===== src/rtl/gpio_irq_pkg.sv =====
package gpio_irq_pkg;
  localparam int unsigned WORD_W = 4;
  localparam int unsigned DATA_W = 32;

  localparam logic [WORD_W-1:0] W_VALUE = 4'd0;
  localparam logic [WORD_W-1:0] W_DIR   = 4'd1;
  localparam logic [WORD_W-1:0] W_IEN   = 4'd2;
  localparam logic [WORD_W-1:0] W_STAT  = 4'd3;
  localparam logic [WORD_W-1:0] W_PEND  = 4'd4;
  localparam logic [WORD_W-1:0] W_CLR   = 4'd5;
  localparam logic [WORD_W-1:0] W_EDGE  = 4'd6;
  localparam logic [WORD_W-1:0] W_POL   = 4'd7;
  localparam logic [WORD_W-1:0] W_VER   = 4'd8;
  localparam logic [WORD_W-1:0] W_DUAL  = 4'd9;

  function automatic logic [DATA_W-1:0] version_word(input bit has_dual);
    return has_dual ? DATA_W'(3) : DATA_W'(2);
  endfunction
endpackage


===== src/rtl/gpio_sync.sv =====
module gpio_sync #(
  parameter int unsigned WIDTH  = 32,
  parameter int unsigned STAGES = 2
) (
  input  logic             clk,
  input  logic             rst,
  input  logic [WIDTH-1:0] din,
  output logic [WIDTH-1:0] dout
);
  logic [WIDTH-1:0] stage_q [STAGES];

  always_ff @(posedge clk) begin
    if (rst) begin
      for (int i = 0; i < STAGES; i++) stage_q[i] <= '0;
    end else begin
      stage_q[0] <= din;
      for (int i = 1; i < STAGES; i++) stage_q[i] <= stage_q[i-1];
    end
  end

  assign dout = stage_q[STAGES-1];
endmodule


===== src/rtl/gpio_trig_cell.sv =====
module gpio_trig_cell (
  input  logic clk,
  input  logic rst,
  input  logic level,
  input  logic edge_sel,
  input  logic pol,
  input  logic dual,
  input  logic clr,
  output logic stat
);
  logic prev_q, stat_q;
  logic rise, fall, evt, lvl_hit;

  always_comb begin
    rise    = level & ~prev_q;
    fall    = ~level & prev_q;
    evt     = dual ? (rise | fall) : (pol ? rise : fall);
    lvl_hit = pol ? level : ~level;
  end

  always_ff @(posedge clk) begin
    if (rst) begin
      prev_q <= 1'b0;
      stat_q <= 1'b0;
    end else begin
      prev_q <= level;
      if (edge_sel) stat_q <= (stat_q & ~clr) | evt;
      else          stat_q <= lvl_hit;
    end
  end

  assign stat = stat_q;
endmodule


===== src/rtl/gpio_regfile.sv =====
module gpio_regfile
  import gpio_irq_pkg::*;
#(
  parameter int unsigned NPINS    = 32,
  parameter bit          HAS_DUAL = 1'b1
) (
  input  logic              clk,
  input  logic              rst,
  input  logic              wr,
  input  logic [WORD_W-1:0] word,
  input  logic [DATA_W-1:0] wdata,
  input  logic [NPINS-1:0]  pin_sync,
  input  logic [NPINS-1:0]  stat,
  output logic [NPINS-1:0]  dir,
  output logic [NPINS-1:0]  outv,
  output logic [NPINS-1:0]  ien,
  output logic [NPINS-1:0]  edge_sel,
  output logic [NPINS-1:0]  pol,
  output logic [NPINS-1:0]  dual,
  output logic [NPINS-1:0]  clr,
  output logic [DATA_W-1:0] rdata
);
  localparam logic [DATA_W-1:0] VERSION = version_word(HAS_DUAL);

  logic [NPINS-1:0]  dir_q, out_q, ien_q, edge_q, pol_q;
  logic [NPINS-1:0]  pin_view, pend;
  logic [DATA_W-1:0] rd_next, rdata_q;

  always_ff @(posedge clk) begin
    if (rst) begin
      dir_q  <= '0;
      out_q  <= '0;
      ien_q  <= '0;
      edge_q <= '0;
      pol_q  <= '0;
    end else if (wr) begin
      case (word)
        W_VALUE: out_q  <= wdata[NPINS-1:0];
        W_DIR:   dir_q  <= wdata[NPINS-1:0];
        W_IEN:   ien_q  <= wdata[NPINS-1:0];
        W_EDGE:  edge_q <= wdata[NPINS-1:0];
        W_POL:   pol_q  <= wdata[NPINS-1:0];
        default: ;
      endcase
    end
  end

  generate
    if (HAS_DUAL) begin : g_dual
      logic [NPINS-1:0] dual_q;
      always_ff @(posedge clk) begin
        if (rst)                       dual_q <= '0;
        else if (wr && word == W_DUAL) dual_q <= wdata[NPINS-1:0];
      end
      assign dual = dual_q;
    end else begin : g_nodual
      assign dual = '0;
    end
  endgenerate

  assign clr = (wr && word == W_CLR) ? wdata[NPINS-1:0] : '0;

  always_comb begin
    pin_view = (pin_sync & dir_q) | (out_q & ~dir_q);
    pend     = stat & ien_q;
    rd_next  = '0;
    case (word)
      W_VALUE: rd_next[NPINS-1:0] = pin_view;
      W_DIR:   rd_next[NPINS-1:0] = dir_q;
      W_IEN:   rd_next[NPINS-1:0] = ien_q;
      W_STAT:  rd_next[NPINS-1:0] = stat;
      W_PEND:  rd_next[NPINS-1:0] = pend;
      W_EDGE:  rd_next[NPINS-1:0] = edge_q;
      W_POL:   rd_next[NPINS-1:0] = pol_q;
      W_VER:   rd_next             = VERSION;
      W_DUAL:  rd_next[NPINS-1:0] = dual;
      default: rd_next             = '0;
    endcase
  end

  always_ff @(posedge clk) begin
    if (rst) rdata_q <= '0;
    else     rdata_q <= rd_next;
  end

  assign dir      = dir_q;
  assign outv     = out_q;
  assign ien      = ien_q;
  assign edge_sel = edge_q;
  assign pol      = pol_q;
  assign rdata    = rdata_q;
endmodule


===== src/rtl/gpio_irq_ctrl.sv =====
module gpio_irq_ctrl
  import gpio_irq_pkg::*;
#(
  parameter int unsigned NPINS    = 32,
  parameter bit          HAS_DUAL = 1'b1,
  parameter int unsigned SYNC_STG = 2
) (
  input  logic              clk,
  input  logic              rst,
  input  logic              reg_wr,
  input  logic [WORD_W-1:0] reg_word,
  input  logic [DATA_W-1:0] reg_wdata,
  output logic [DATA_W-1:0] reg_rdata,
  input  logic [NPINS-1:0]  pin_in,
  output logic [NPINS-1:0]  pin_out,
  output logic [NPINS-1:0]  pin_oe,
  output logic              irq
);
  logic [NPINS-1:0] pin_sync, stat_q;
  logic [NPINS-1:0] dir_q, out_q, ien_q, edge_q, pol_q, dual_q, clr_p;
  logic             irq_q;

  gpio_sync #(.WIDTH(NPINS), .STAGES(SYNC_STG)) u_sync (
    .clk (clk),
    .rst (rst),
    .din (pin_in),
    .dout(pin_sync)
  );

  gpio_regfile #(.NPINS(NPINS), .HAS_DUAL(HAS_DUAL)) u_regs (
    .clk     (clk),
    .rst     (rst),
    .wr      (reg_wr),
    .word    (reg_word),
    .wdata   (reg_wdata),
    .pin_sync(pin_sync),
    .stat    (stat_q),
    .dir     (dir_q),
    .outv    (out_q),
    .ien     (ien_q),
    .edge_sel(edge_q),
    .pol     (pol_q),
    .dual    (dual_q),
    .clr     (clr_p),
    .rdata   (reg_rdata)
  );

  generate
    for (genvar p = 0; p < NPINS; p++) begin : g_pin
      gpio_trig_cell u_cell (
        .clk     (clk),
        .rst     (rst),
        .level   (pin_sync[p]),
        .edge_sel(edge_q[p]),
        .pol     (pol_q[p]),
        .dual    (dual_q[p]),
        .clr     (clr_p[p]),
        .stat    (stat_q[p])
      );
    end
  endgenerate

  always_ff @(posedge clk) begin
    if (rst) irq_q <= 1'b0;
    else     irq_q <= |(stat_q & ien_q);
  end

  assign irq     = irq_q;
  assign pin_out = out_q;
  assign pin_oe  = ~dir_q;
endmodule


===== config.mk =====
export PLATFORM = sky130hd
export DESIGN_NAME = gpio_irq_ctrl
export DESIGN_NICKNAME = d
export VERILOG_FILES = /design/src/rtl/gpio_irq_pkg.sv /design/src/rtl/gpio_sync.sv /design/src/rtl/gpio_trig_cell.sv /design/src/rtl/gpio_regfile.sv /design/src/rtl/gpio_irq_ctrl.sv
export SDC_FILE = /design/constraint.sdc
export NUM_CORES = 1
export LEC_CHECK = 0
export ABC_AREA = 1
export BUFFER_PORTS_ARGS = -buffer_cell sky130_fd_sc_hd__buf_2
export CORE_ASPECT_RATIO = 0.5
export CORE_MARGIN = 2
export CORE_UTILIZATION = 29
export DETAILED_ROUTE_END_ITERATION = 10
export GPL_TIMING_DRIVEN = 1
export PLACE_DENSITY = 0.49
export SLEW_MARGIN = 20
export SYNTH_ARGS = -nofsm -noshare
export SYNTH_HDL_FRONTEND = slang
export SYNTH_HIERARCHICAL = 1
export SYNTH_SLANG_ARGS = --single-unit

===== constraint.sdc =====
create_clock -name clk -period 1.5 [get_ports clk]
set_input_delay 0.3 -clock clk [delete_from_list [all_inputs] [get_ports clk]]
set_output_delay 0.3 -clock clk [all_outputs]
set_load 0.005 [all_outputs]

==> results list, run 1 <==
- Global-route wire length before repair: 85600 um
- Proportion of netlist area held by the largest area contributor: between 30% and 40%
- After layout, the worst setup slack is 0.0488 ns.
- Summing every instance area after synthesis gives between 15000 and 20000 sq um.
- TritonCTS built the clock tree.
- The share of the Yosys chip area taken by registers is 39.3%.
- The sequential cells in the finished layout cover a total of 7090 sq um.
- Number of register bits inferred by synthesis: 353
- The number of placed instances, taps included, is 3645.
* Num CTS Buffers: 37
- Average footprint of a synthesized cell: 6.68 sq um
- Origin of the worst setup path: u_regs/dir[7]
- Number of global-route vias before repair: between 15000 and 20000
- Synthesized-area fraction occupied by adder cells: 4.45%
* Starting Density: 29.4%
* Dpl hpwl: between 30000 and 40000 um
- Number of clock sinks: between 300 and 400
- Excluding fillers, the count of instances in the completed layout stands at 3736.
- FILL cells: 6616
* Maximum clock rate: 689 MHz
- Total count of max-transition violations in the final report: 0
- Static leakage power: a little over 10 nW
- Top-level I/O count: 168
- Type of the most critical hold path: in -> reg
- Of the post-synthesis cell area, the part taken by muxes is 0%.
* Worst stage delay on the critical path: 0.44 ns
- Synthesis warning total: 6
- WL final: 53900 um
- The die is between 150 and 200 um tall.
- Routability congestion estimate: 0.835
- The number of antenna violations at the first check in global routing was 0.
- In the routed design, unresolved DRC markers number 0.
- Layout Skew: 0.0210 ns
* Result of the run: finished clean
- Of all nets on the critical path, the largest fanout is 4.
- The final number of hold-violating endpoints came to 0.
* Combinational family with the most area after synthesis: simple AND/OR/NAND/NOR gates
* Antenna-violating nets left: 0
* Area growth from synthesis to layout: 20.3%
- Setup crit start kind: flop
* Remaining Overflow, GRT: 0
* Wire per inst: between 10 and 15 um
- Setup Crit Path Kind: reg -> out
* CP top delay family: flip-flops
- Largest vdd supply drop: 0.726 mV
* Count of H-tree levels built during CTS: 2
- Count of buffer and inverter cells on the critical path: 2
* CTS root buffer: sky130_fd_sc_hd__clkbuf_16
- Setup violations remaining at the end of the flow were counted as 0.
- At the later pin of the worst-skew pair, clock insertion delay measures 0.55 ns.
- Traced cell by cell, the critical path runs through inv_1, buf_2.
- Initial drt markers: ~800
* Final antenna diode count: 0
* Crit path to: pin_oe[7]
* Total area of multi-input combinational cells: around 8000 sq um
- Cells on worst reg2reg path: 7
- The pre-antenna-repair detailed-routing pass consisted of 5 iterations.
- Across the run, the number of max-cap violations was 0.
* Proportion of layout cells with a drive suffix above 1: 17.6%
- Critical path depth: 2
- The worst hold path passes through 3 cells.
* Nets: 3025
- Number of I/O port buffers: 167
- Standard-cell rows: 64
- Post-Synthesis Net Count: 2829
* Std-Cell Core Area: 61300 sq um
* Data arrival time at the worst-slack endpoint: 1.15 ns
- Ranked by total cell area, the synthesized netlist is headed by sky130_fd_sc_hd__dfxtp_1 39%, sky130_fd_sc_hd__nand2_1 11%, sky130_fd_sc_hd__inv_1 9.7%.
- Total via count in the routed design: 16339
- Cell with the largest stage delay on the worst path: sky130_fd_sc_hd__dfxtp_1
* Fraction of the cycle the final worst path needs: 96.7%
* Worst Path Required: 1.20 ns
- Across every metal layer, demand over resource in global routing totals 16.7%.
- sky130_fd_sc_hd__dfxtp_1 takes more of the synthesized area than any other cell.
* Via-to-Cell Ratio: between 4 and 5
- Die Area: between 60000 and 70000 sq um
- The setup check on the worst reg-to-reg path leaves a slack of 0.23 ns.
* Die Wd: 356 um
* Max_slew headroom: about three quarters
- Maximum number of pins on one net before global-route repair: 74
- The synthesized netlist devotes 12.4% of its cell area to compound gates.
* Xor/xnor cell area share of the yosys netlist: 0%
* Cells after synthesis: approximately 2700
- Setup repair after global routing missed its margin: false
- Launch instance of the worst register-to-register path: u_sync/stage_q[0][41]
- The worst setup path is captured at a primary output.
- Worst-Margin Slew: 0.371 ns
- Worst slack after detailed placement: -0.161 ns
* P per Cell Area: 964 nW/um^2
- Endpoint of the worst register-to-register path: g_pin[9].u_cell/stat
- Counting distinct cell types in the post-synthesis netlist gives 27.
- No sink is reached through more buffers than the 3 on the longest clock path.
* Final Critical Period: 1.45 ns
- Summing the areas of all and, or, nand and nor instances in the mapped netlist gives 27.6% of the synthesized area.
* Clock transition at the registers of the reported paths: 0.06 ns
[per-layer routing]
metal	vias to the layer above	global-route usage, %	wire length, um
met5	-	0	0
met4	0	4.03	1100
met3	74	2.10	2000
met2	258	28.9	25700
met1	7451	22.0	25100
li1	8556	-	-
[cells in the mapped netlist]
cell type                    n
sky130_fd_sc_hd__nor2_1    342
sky130_fd_sc_hd__ha_1       64
sky130_fd_sc_hd__dfxtp_1   353
sky130_fd_sc_hd__a21oi_1   205
sky130_fd_sc_hd__nand2_1   521
sky130_fd_sc_hd__nor3_4      1
sky130_fd_sc_hd__nor2_4      3
sky130_fd_sc_hd__clkinv_1   34
sky130_fd_sc_hd__o211ai_1    1
sky130_fd_sc_hd__buf_4      36
sky130_fd_sc_hd__nand4_1    10
sky130_fd_sc_hd__inv_2      70
sky130_fd_sc_hd__nor3_1      1
sky130_fd_sc_hd__buf_2      46
sky130_fd_sc_hd__nor2_2      5
sky130_fd_sc_hd__o21ai_0   185
sky130_fd_sc_hd__nand3b_1    4
sky130_fd_sc_hd__buf_1       3
sky130_fd_sc_hd__a21oi_2    32
sky130_fd_sc_hd__nand3_1   194
sky130_fd_sc_hd__inv_1     463
sky130_fd_sc_hd__clkbuf_2    4
sky130_fd_sc_hd__buf_6       9
sky130_fd_sc_hd__nand2_2    33
sky130_fd_sc_hd__clkbuf_1   42
sky130_fd_sc_hd__nand3_2     1
sky130_fd_sc_hd__nand3b_2   32
[worst min-delay path, delay by kind of cell]
| kind | cells | cell delay [ns] |
|---|---|---|
| AO/OA/AOI/OAI | 1 | 0.06 |
| AND/OR/NAND/NOR | 1 | 0.08 |
| buffers and inverters | 1 | 0.12 |
[sequential cells by signal (all words and copies together), names as in the netlist]
register / cells
u_sync/stage_q: 64
g_pin.u_cell/prev_q: 32
g_pin.u_cell/stat: 32
u_regs/dir: 32
u_regs/dual: 32
u_regs/edge_sel: 32
u_regs/ien: 32
u_regs/outv: 32
u_regs/pol: 32
u_regs/rdata: 32
irq: 1
[cell families (layout without fill, tap and decap cells)]
family	Yosys count	after routing
buffers and inverters	707	924
AND/OR/NAND/NOR	1147	1147
AO/OA/AOI/OAI	423	423
flip-flops	353	353
adder cells (fa/ha/maj)	64	64
[stage by stage]
stage | setup TNS [ns] | power (mW) | instance area (sq um) | utilization [%] | hold slack [ns]
floorplan | 0 | 11.2 | 18000 | - | 0.369
global placement | -12.26 | 12.0 | 20200 | 32.9 | 0.389
detailed placement | -18.95 | 12.0 | 20200 | 32.9 | 0.393
CTS | 0 | 21.2 | 21600 | 35.3 | 0.0341
global route | 0 | 21.9 | 21700 | 35.3 | 0.0540
finish | 0 | 20.9 | 21700 | 35.3 | 0.0551
[layout make-up]
| type | instances | area share [%] |
|---|---|---|
| multi-input combinational | 1634 | 37.1 |
| sequential | 353 | 32.7 |
| timing repair buffer | 297 | 10.3 |
| inverter | 567 | 9.84 |
| clock buffer | 53 | 5.03 |
| tap | 825 | 4.77 |
| clock inverter | 7 | 0.295 |
[how the worst min path moves through the flow]
stage | startpoint | end | slack [ns]
3_5_place_dp | u_sync/stage_q[0][9] | u_sync/stage_q[0][41] | 0.39
2_1_floorplan | rst | irq | 0.37
5_1_grt | reg_wdata[25] | u_regs/outv[25] | 0.05
4_1_cts | reg_wdata[28] | u_regs/outv[28] | 0.03
3_3_place_gp | u_sync/stage_q[0][8] | u_sync/stage_q[0][40] | 0.39
6_report | reg_wdata[28] | u_regs/outv[28] | 0.06
[report_power, final]
| part | total (mW) | internal [mW] | switching (mW) |
|---|---|---|---|
| clock network | 9.05 | 5.19 | 3.85 |
| logic | 1.89 | 0.721 | 1.17 |
| registers | 9.94 | 9.68 | 0.262 |
| total | 20.9 | 15.6 | 5.28 |
[repair_timing]
action	CTS	global route
hold buffers	32	0
endpoints found under the setup margin	2	14
buffers inserted	0	0
endpoints found under the hold margin	32	0
resized for setup	2	13
pin swaps	0	0
[cells in the final DEF, fill, tap and decap left out, drive strengths merged, types with 2 or more instances in the layout]
master,n
a21oi,237
buf,265
clkbuf,53
clkinv,38
dfxtp,353
dlygate4sd3,32
ha,64
inv,535
nand2,554
nand3,195
nand3b,36
nand4,10
nor2,350
nor3,2
o21ai,185
(Power assumes the default switching activity.)
==> run 2, diff against run 1 <==
--- a/config.mk
+++ b/config.mk
@@ -10,11 +10,11 @@
 export CORE_ASPECT_RATIO = 0.5
 export CORE_MARGIN = 2
 export CORE_UTILIZATION = 29
+export CTS_CLUSTER_SIZE = 12
 export DETAILED_ROUTE_END_ITERATION = 10
 export GPL_TIMING_DRIVEN = 1
-export PLACE_DENSITY = 0.49
+export PLACE_DENSITY = 0.5
 export SLEW_MARGIN = 20
 export SYNTH_ARGS = -nofsm -noshare
 export SYNTH_HDL_FRONTEND = slang
-export SYNTH_HIERARCHICAL = 1
 export SYNTH_SLANG_ARGS = --single-unit
==> run 2 against run 1 <==
Register-to-register slack gained 0.08 ns. Combinational power decreased by 12%. Sequential power shrank 0.5%. Via count shrank 7.4%. Flip-flop and latch count unchanged. Clock power is 6.0% higher.
==> results list, run 2 <==
- Max FFs per register: 64
* Number of register bits inferred by synthesis: 353
- Average footprint of a synthesized cell: 6.99 sq um
* Setup crit start kind: flop
- Clock latency on the worst-skew pair, taken at its later pin, is 0.55 ns.
- The clock passes through at most 3 buffers.
- In this design, the stage delay of the slowest critical-path cell is roughly 0.39 ns.
- Summed over all layers, the global routing overflow is 0.
* Cells on worst reg2reg path: 6
- In the synthesized netlist the dominant register cell turns out to be sky130_fd_sc_hd__dfxtp_1.
- Num CTS Buffers: 39
* Area growth from synthesis to layout: 23.9%
- Post-Synthesis Net Count: 2461
- Layout Skew: 0.0154 ns
* Via-to-Cell Ratio: 4.56
- Share of the yosys chip area belonging to registers: 43.5%
- Number of synthesized flops with an enable pin: 0
- Number of I/O port buffers: 167
- The run finished with clean final reports.
- For the pin with the worst max-slew slack, the measured transition is 0.407 ns.
- Type of the most critical hold path: in -> reg
* Global-route wire length before repair: ~82000 um
* Proportion of netlist area held by the largest area contributor: 43.5%
- Measured against its own limit, the worst slew margin works out to approximately 73%.
* Total power: between 20 and 25 mW
* Summed area of non-filler cells in the final layout: 20100 sq um
- After detailed placement, the total cell area comes to around 19000 sq um.
- Cells after synthesis: 2326
* Leading post-synthesis cells by cell area: sky130_fd_sc_hd__dfxtp_1 43%, sky130_fd_sc_hd__a21oi_1 8.8%, sky130_fd_sc_hd__nand2_1 8.8%
* P per Cell Area: 1050 nW/um^2
* # DRC: 0
* Antenna-violating nets left: 0
- The cell family contributing the most delay on the critical path is flip-flops.
- Initial drt markers: roughly 1100
- The worst hold path passes through 3 cells.
- For this design the static power due to leakage is 8.77 nW.
* Total of max-cap violations: 0
* Ys async rst share: 0%
* Setup Crit Path Kind: reg -> out
- Data arrival time at the worst-slack endpoint: 1.15 ns
- Among all stages on the critical path, the largest delay is contributed by sky130_fd_sc_hd__dfxtp_1.
- The critical path contains buffers and inverters numbering 2 combined.
- Maximum clock rate: 690 MHz
- After layout, the worst path uses 96.6% of the clock period.
- Final-layout worst hold slack: around 0.079 ns
- Traced cell by cell, the critical path runs through inv_1, buf_2.
* Nets: 2670
- Critical path depth: 2
- Final core utilization: 36.3%
- In the post-synthesis netlist, the cell with the most instances is sky130_fd_sc_hd__nand2_1.
- Routability congestion estimate: 0.859
- STA puts the critical path data required time at 1.20 ns.
- Overall fraction of global-route tracks in use: 18.0%
- Die Wd: between 300 and 400 um
- Wires add up to 52500 um.
- Final Critical Period: 1.45 ns
- The number of antenna violations at the first check in global routing came to 4.
- The worst setup path is captured at a primary output.
- The synthesized netlist occupies a cell area of ~16000 sq um.
- The library cell used most frequently in the layout, excluding fill and tap cells, is sky130_fd_sc_hd__nand2_1.
- Top-level I/O count: 168
- Standard-cell rows: 61
- Dominant cell type by area after synthesis: sky130_fd_sc_hd__dfxtp_1
- Total area of sequential cells: between 7000 and 8000 sq um
- Total count of max-transition violations in the final report: 0
- Final TNS setup: 0 ns
- The final number of hold-violating endpoints is 0.
- Leading cell types in the layout, fill and taps excluded: 376 x sky130_fd_sc_hd__nand2_1, 344 x sky130_fd_sc_hd__dfxtp_1, 319 x sky130_fd_sc_hd__inv_1
- In the final layout, the share of cells above drive strength 1 is 13.4%.
* Std-Cell Core Area: 55500 sq um
- The H-tree was split into 2 levels.
- Largest reg by FF count: u_sync.stage_q
* Largest vdd supply drop: 0.503 mV
- Summing over every cut layer, the via total after detailed routing is 15132.
- The clock net in this run drives a total of 353 sinks.
* CTS root buffer: sky130_fd_sc_hd__clkbuf_16
- Setup violations remaining at the end of the flow were counted as 0.
- Maximum number of pins on one net before global-route repair: 78
- Number of unique standard cell types used by synthesis: 22
- After clock tree synthesis, the clock-pin slew on the worst setup and hold paths is approximately 0.06 ns.
- Synthesis warning total: 0
* Starting Density: between 20% and 30%
- Counting instances in the post-synthesis netlist gives the leading cell types as 379 x sky130_fd_sc_hd__nand2_1, 353 x sky130_fd_sc_hd__dfxtp_1, 321 x sky130_fd_sc_hd__inv_1.
- Crit-path max FO: 4
- Counting the fill cells in the layout gives 5977.
- Number of iterations in the first detailed-routing pass: 5
* Total area of multi-input combinational cells: 7490 sq um
- Setup repair after global routing left no endpoint under its margin.
- TritonCTS built the clock tree.
- The wire-length estimate of the detail-placed layout is 35600 um.
- Number of global-route vias before repair: between 10000 and 15000
- Die height: 171 um
- Die Area: 58100 sq um
* Wire per inst: 15.8 um
[run 2: cell count changes in the layout (fill, tap and decap cells not counted), moves of 9 or more]
| cell | previous run | this run |
|---|---|---|
| sky130_fd_sc_hd__xnor2_1 | 0 | 32 |
| sky130_fd_sc_hd__inv_1 | 463 | 319 |
| sky130_fd_sc_hd__a21oi_1 | 205 | 287 |
| sky130_fd_sc_hd__nand2_1 | 520 | 376 |
| sky130_fd_sc_hd__nand3b_1 | 4 | 13 |
| sky130_fd_sc_hd__inv_2 | 70 | 4 |
| sky130_fd_sc_hd__nand2_2 | 34 | 6 |
| sky130_fd_sc_hd__clkinv_1 | 33 | 0 |
| sky130_fd_sc_hd__nand3b_2 | 32 | 0 |
| sky130_fd_sc_hd__nand3_1 | 194 | 207 |
| sky130_fd_sc_hd__nor2_1 | 340 | 301 |
| sky130_fd_sc_hd__a21oi_2 | 32 | 0 |
| sky130_fd_sc_hd__o21ai_0 | 185 | 224 |
[run 2: per-stage QoR]
stage / worst slack, ns / cells
final: 0.0506 / 3317
after global routing: 0.00238 / 3317
after CTS: 0.0125 / 3316
after detailed placement: -0.227 / 3218
after global placement: -0.228 / 3218
after floorplan: 0.160 / 2326
[run 2: worst reg2reg max path, cell delays in order (launching register included)]
cell,delay (ns)
sky130_fd_sc_hd__dfxtp_1,0.48
sky130_fd_sc_hd__inv_1,0.10
sky130_fd_sc_hd__ha_1,0.19
sky130_fd_sc_hd__nand2_1,0.06
sky130_fd_sc_hd__nand2_1,0.05
sky130_fd_sc_hd__a21oi_1,0.12
sky130_fd_sc_hd__a21oi_1,0.08
[run 2: kinds of logic (layout without fill, tap and decap cells)]
family	Yosys count	after routing	share of synthesized area, %
and+or+nand+nor	917	917	23.3
AOI/OAI and AO/OA	516	516	15.9
buffers and inverters	444	678	10.6
DFF	353	353	43.5
adders and majority gates	64	64	4.93
xor gates and xnor gates	32	32	1.72
other	0	1	0
[run 2: report_power, final]
| part | internal (mW) | total, mW | switching [mW] | leakage [nW] |
|---|---|---|---|---|
| sequential | 9.67 | 9.89 | 0.225 | 2.88 |
| clock | 5.58 | 9.59 | 4.01 | 0.620 |
| combinational | 0.619 | 1.66 | 1.04 | 5.27 |
[run 2: cell type report]
| class | instances | share of cell area, % |
|---|---|---|
| Multi-Input combinational cell | 1529 | 37.2 |
| Sequential cell | 353 | 35.2 |
| Timing Repair Buffer | 288 | 10.7 |
| Inverter | 324 | 6.06 |
| Clock buffer | 57 | 5.84 |
| Tap cell | 756 | 4.70 |
| Clock inverter | 9 | 0.361 |
| Antenna cell | 1 | 0.0124 |
[run 2: final timing paths]
| path | startpoint | endpoint | slack (ns) |
|---|---|---|---|
| hold reg to reg | u_sync.stage_q[0][22] | u_sync.stage_q[0][54] | 0.40 |
| hold / removal | reg_wdata[20] | u_regs.ien[20] | 0.08 |
| setup / recovery | u_regs.dir[7] | pin_oe[7] | 0.05 |
| setup reg to reg | u_sync.stage_q[0][39] | g_pin[7].u_cell.stat | 0.31 |
[run 2: routing by layer]
| metal | wire, um | vias to the layer above | part of all wire, % | global-route usage [%] |
|---|---|---|---|---|
| li1 | - | 7808 | - | - |
| met1 | 24700 | 6957 | 47 | 24.1 |
| met2 | 24600 | 297 | 47 | 30.7 |
| met3 | 2260 | 68 | 4.3 | 2.39 |
| met4 | 1000 | 2 | 1.9 | 4.37 |
| met5 | 13 | - | 0.025 | 0 |
[run 2: what timing repair did]
item                                    4_1_cts  5_1_grt
endpoints found under the setup margin        1       10
gates resized for setup                       1       10
setup buffers                                 0        0
cloned                                        0        0
hold endpoints to repair                     32        0
pin swaps                                     0        0
hold buffers                                 32        0
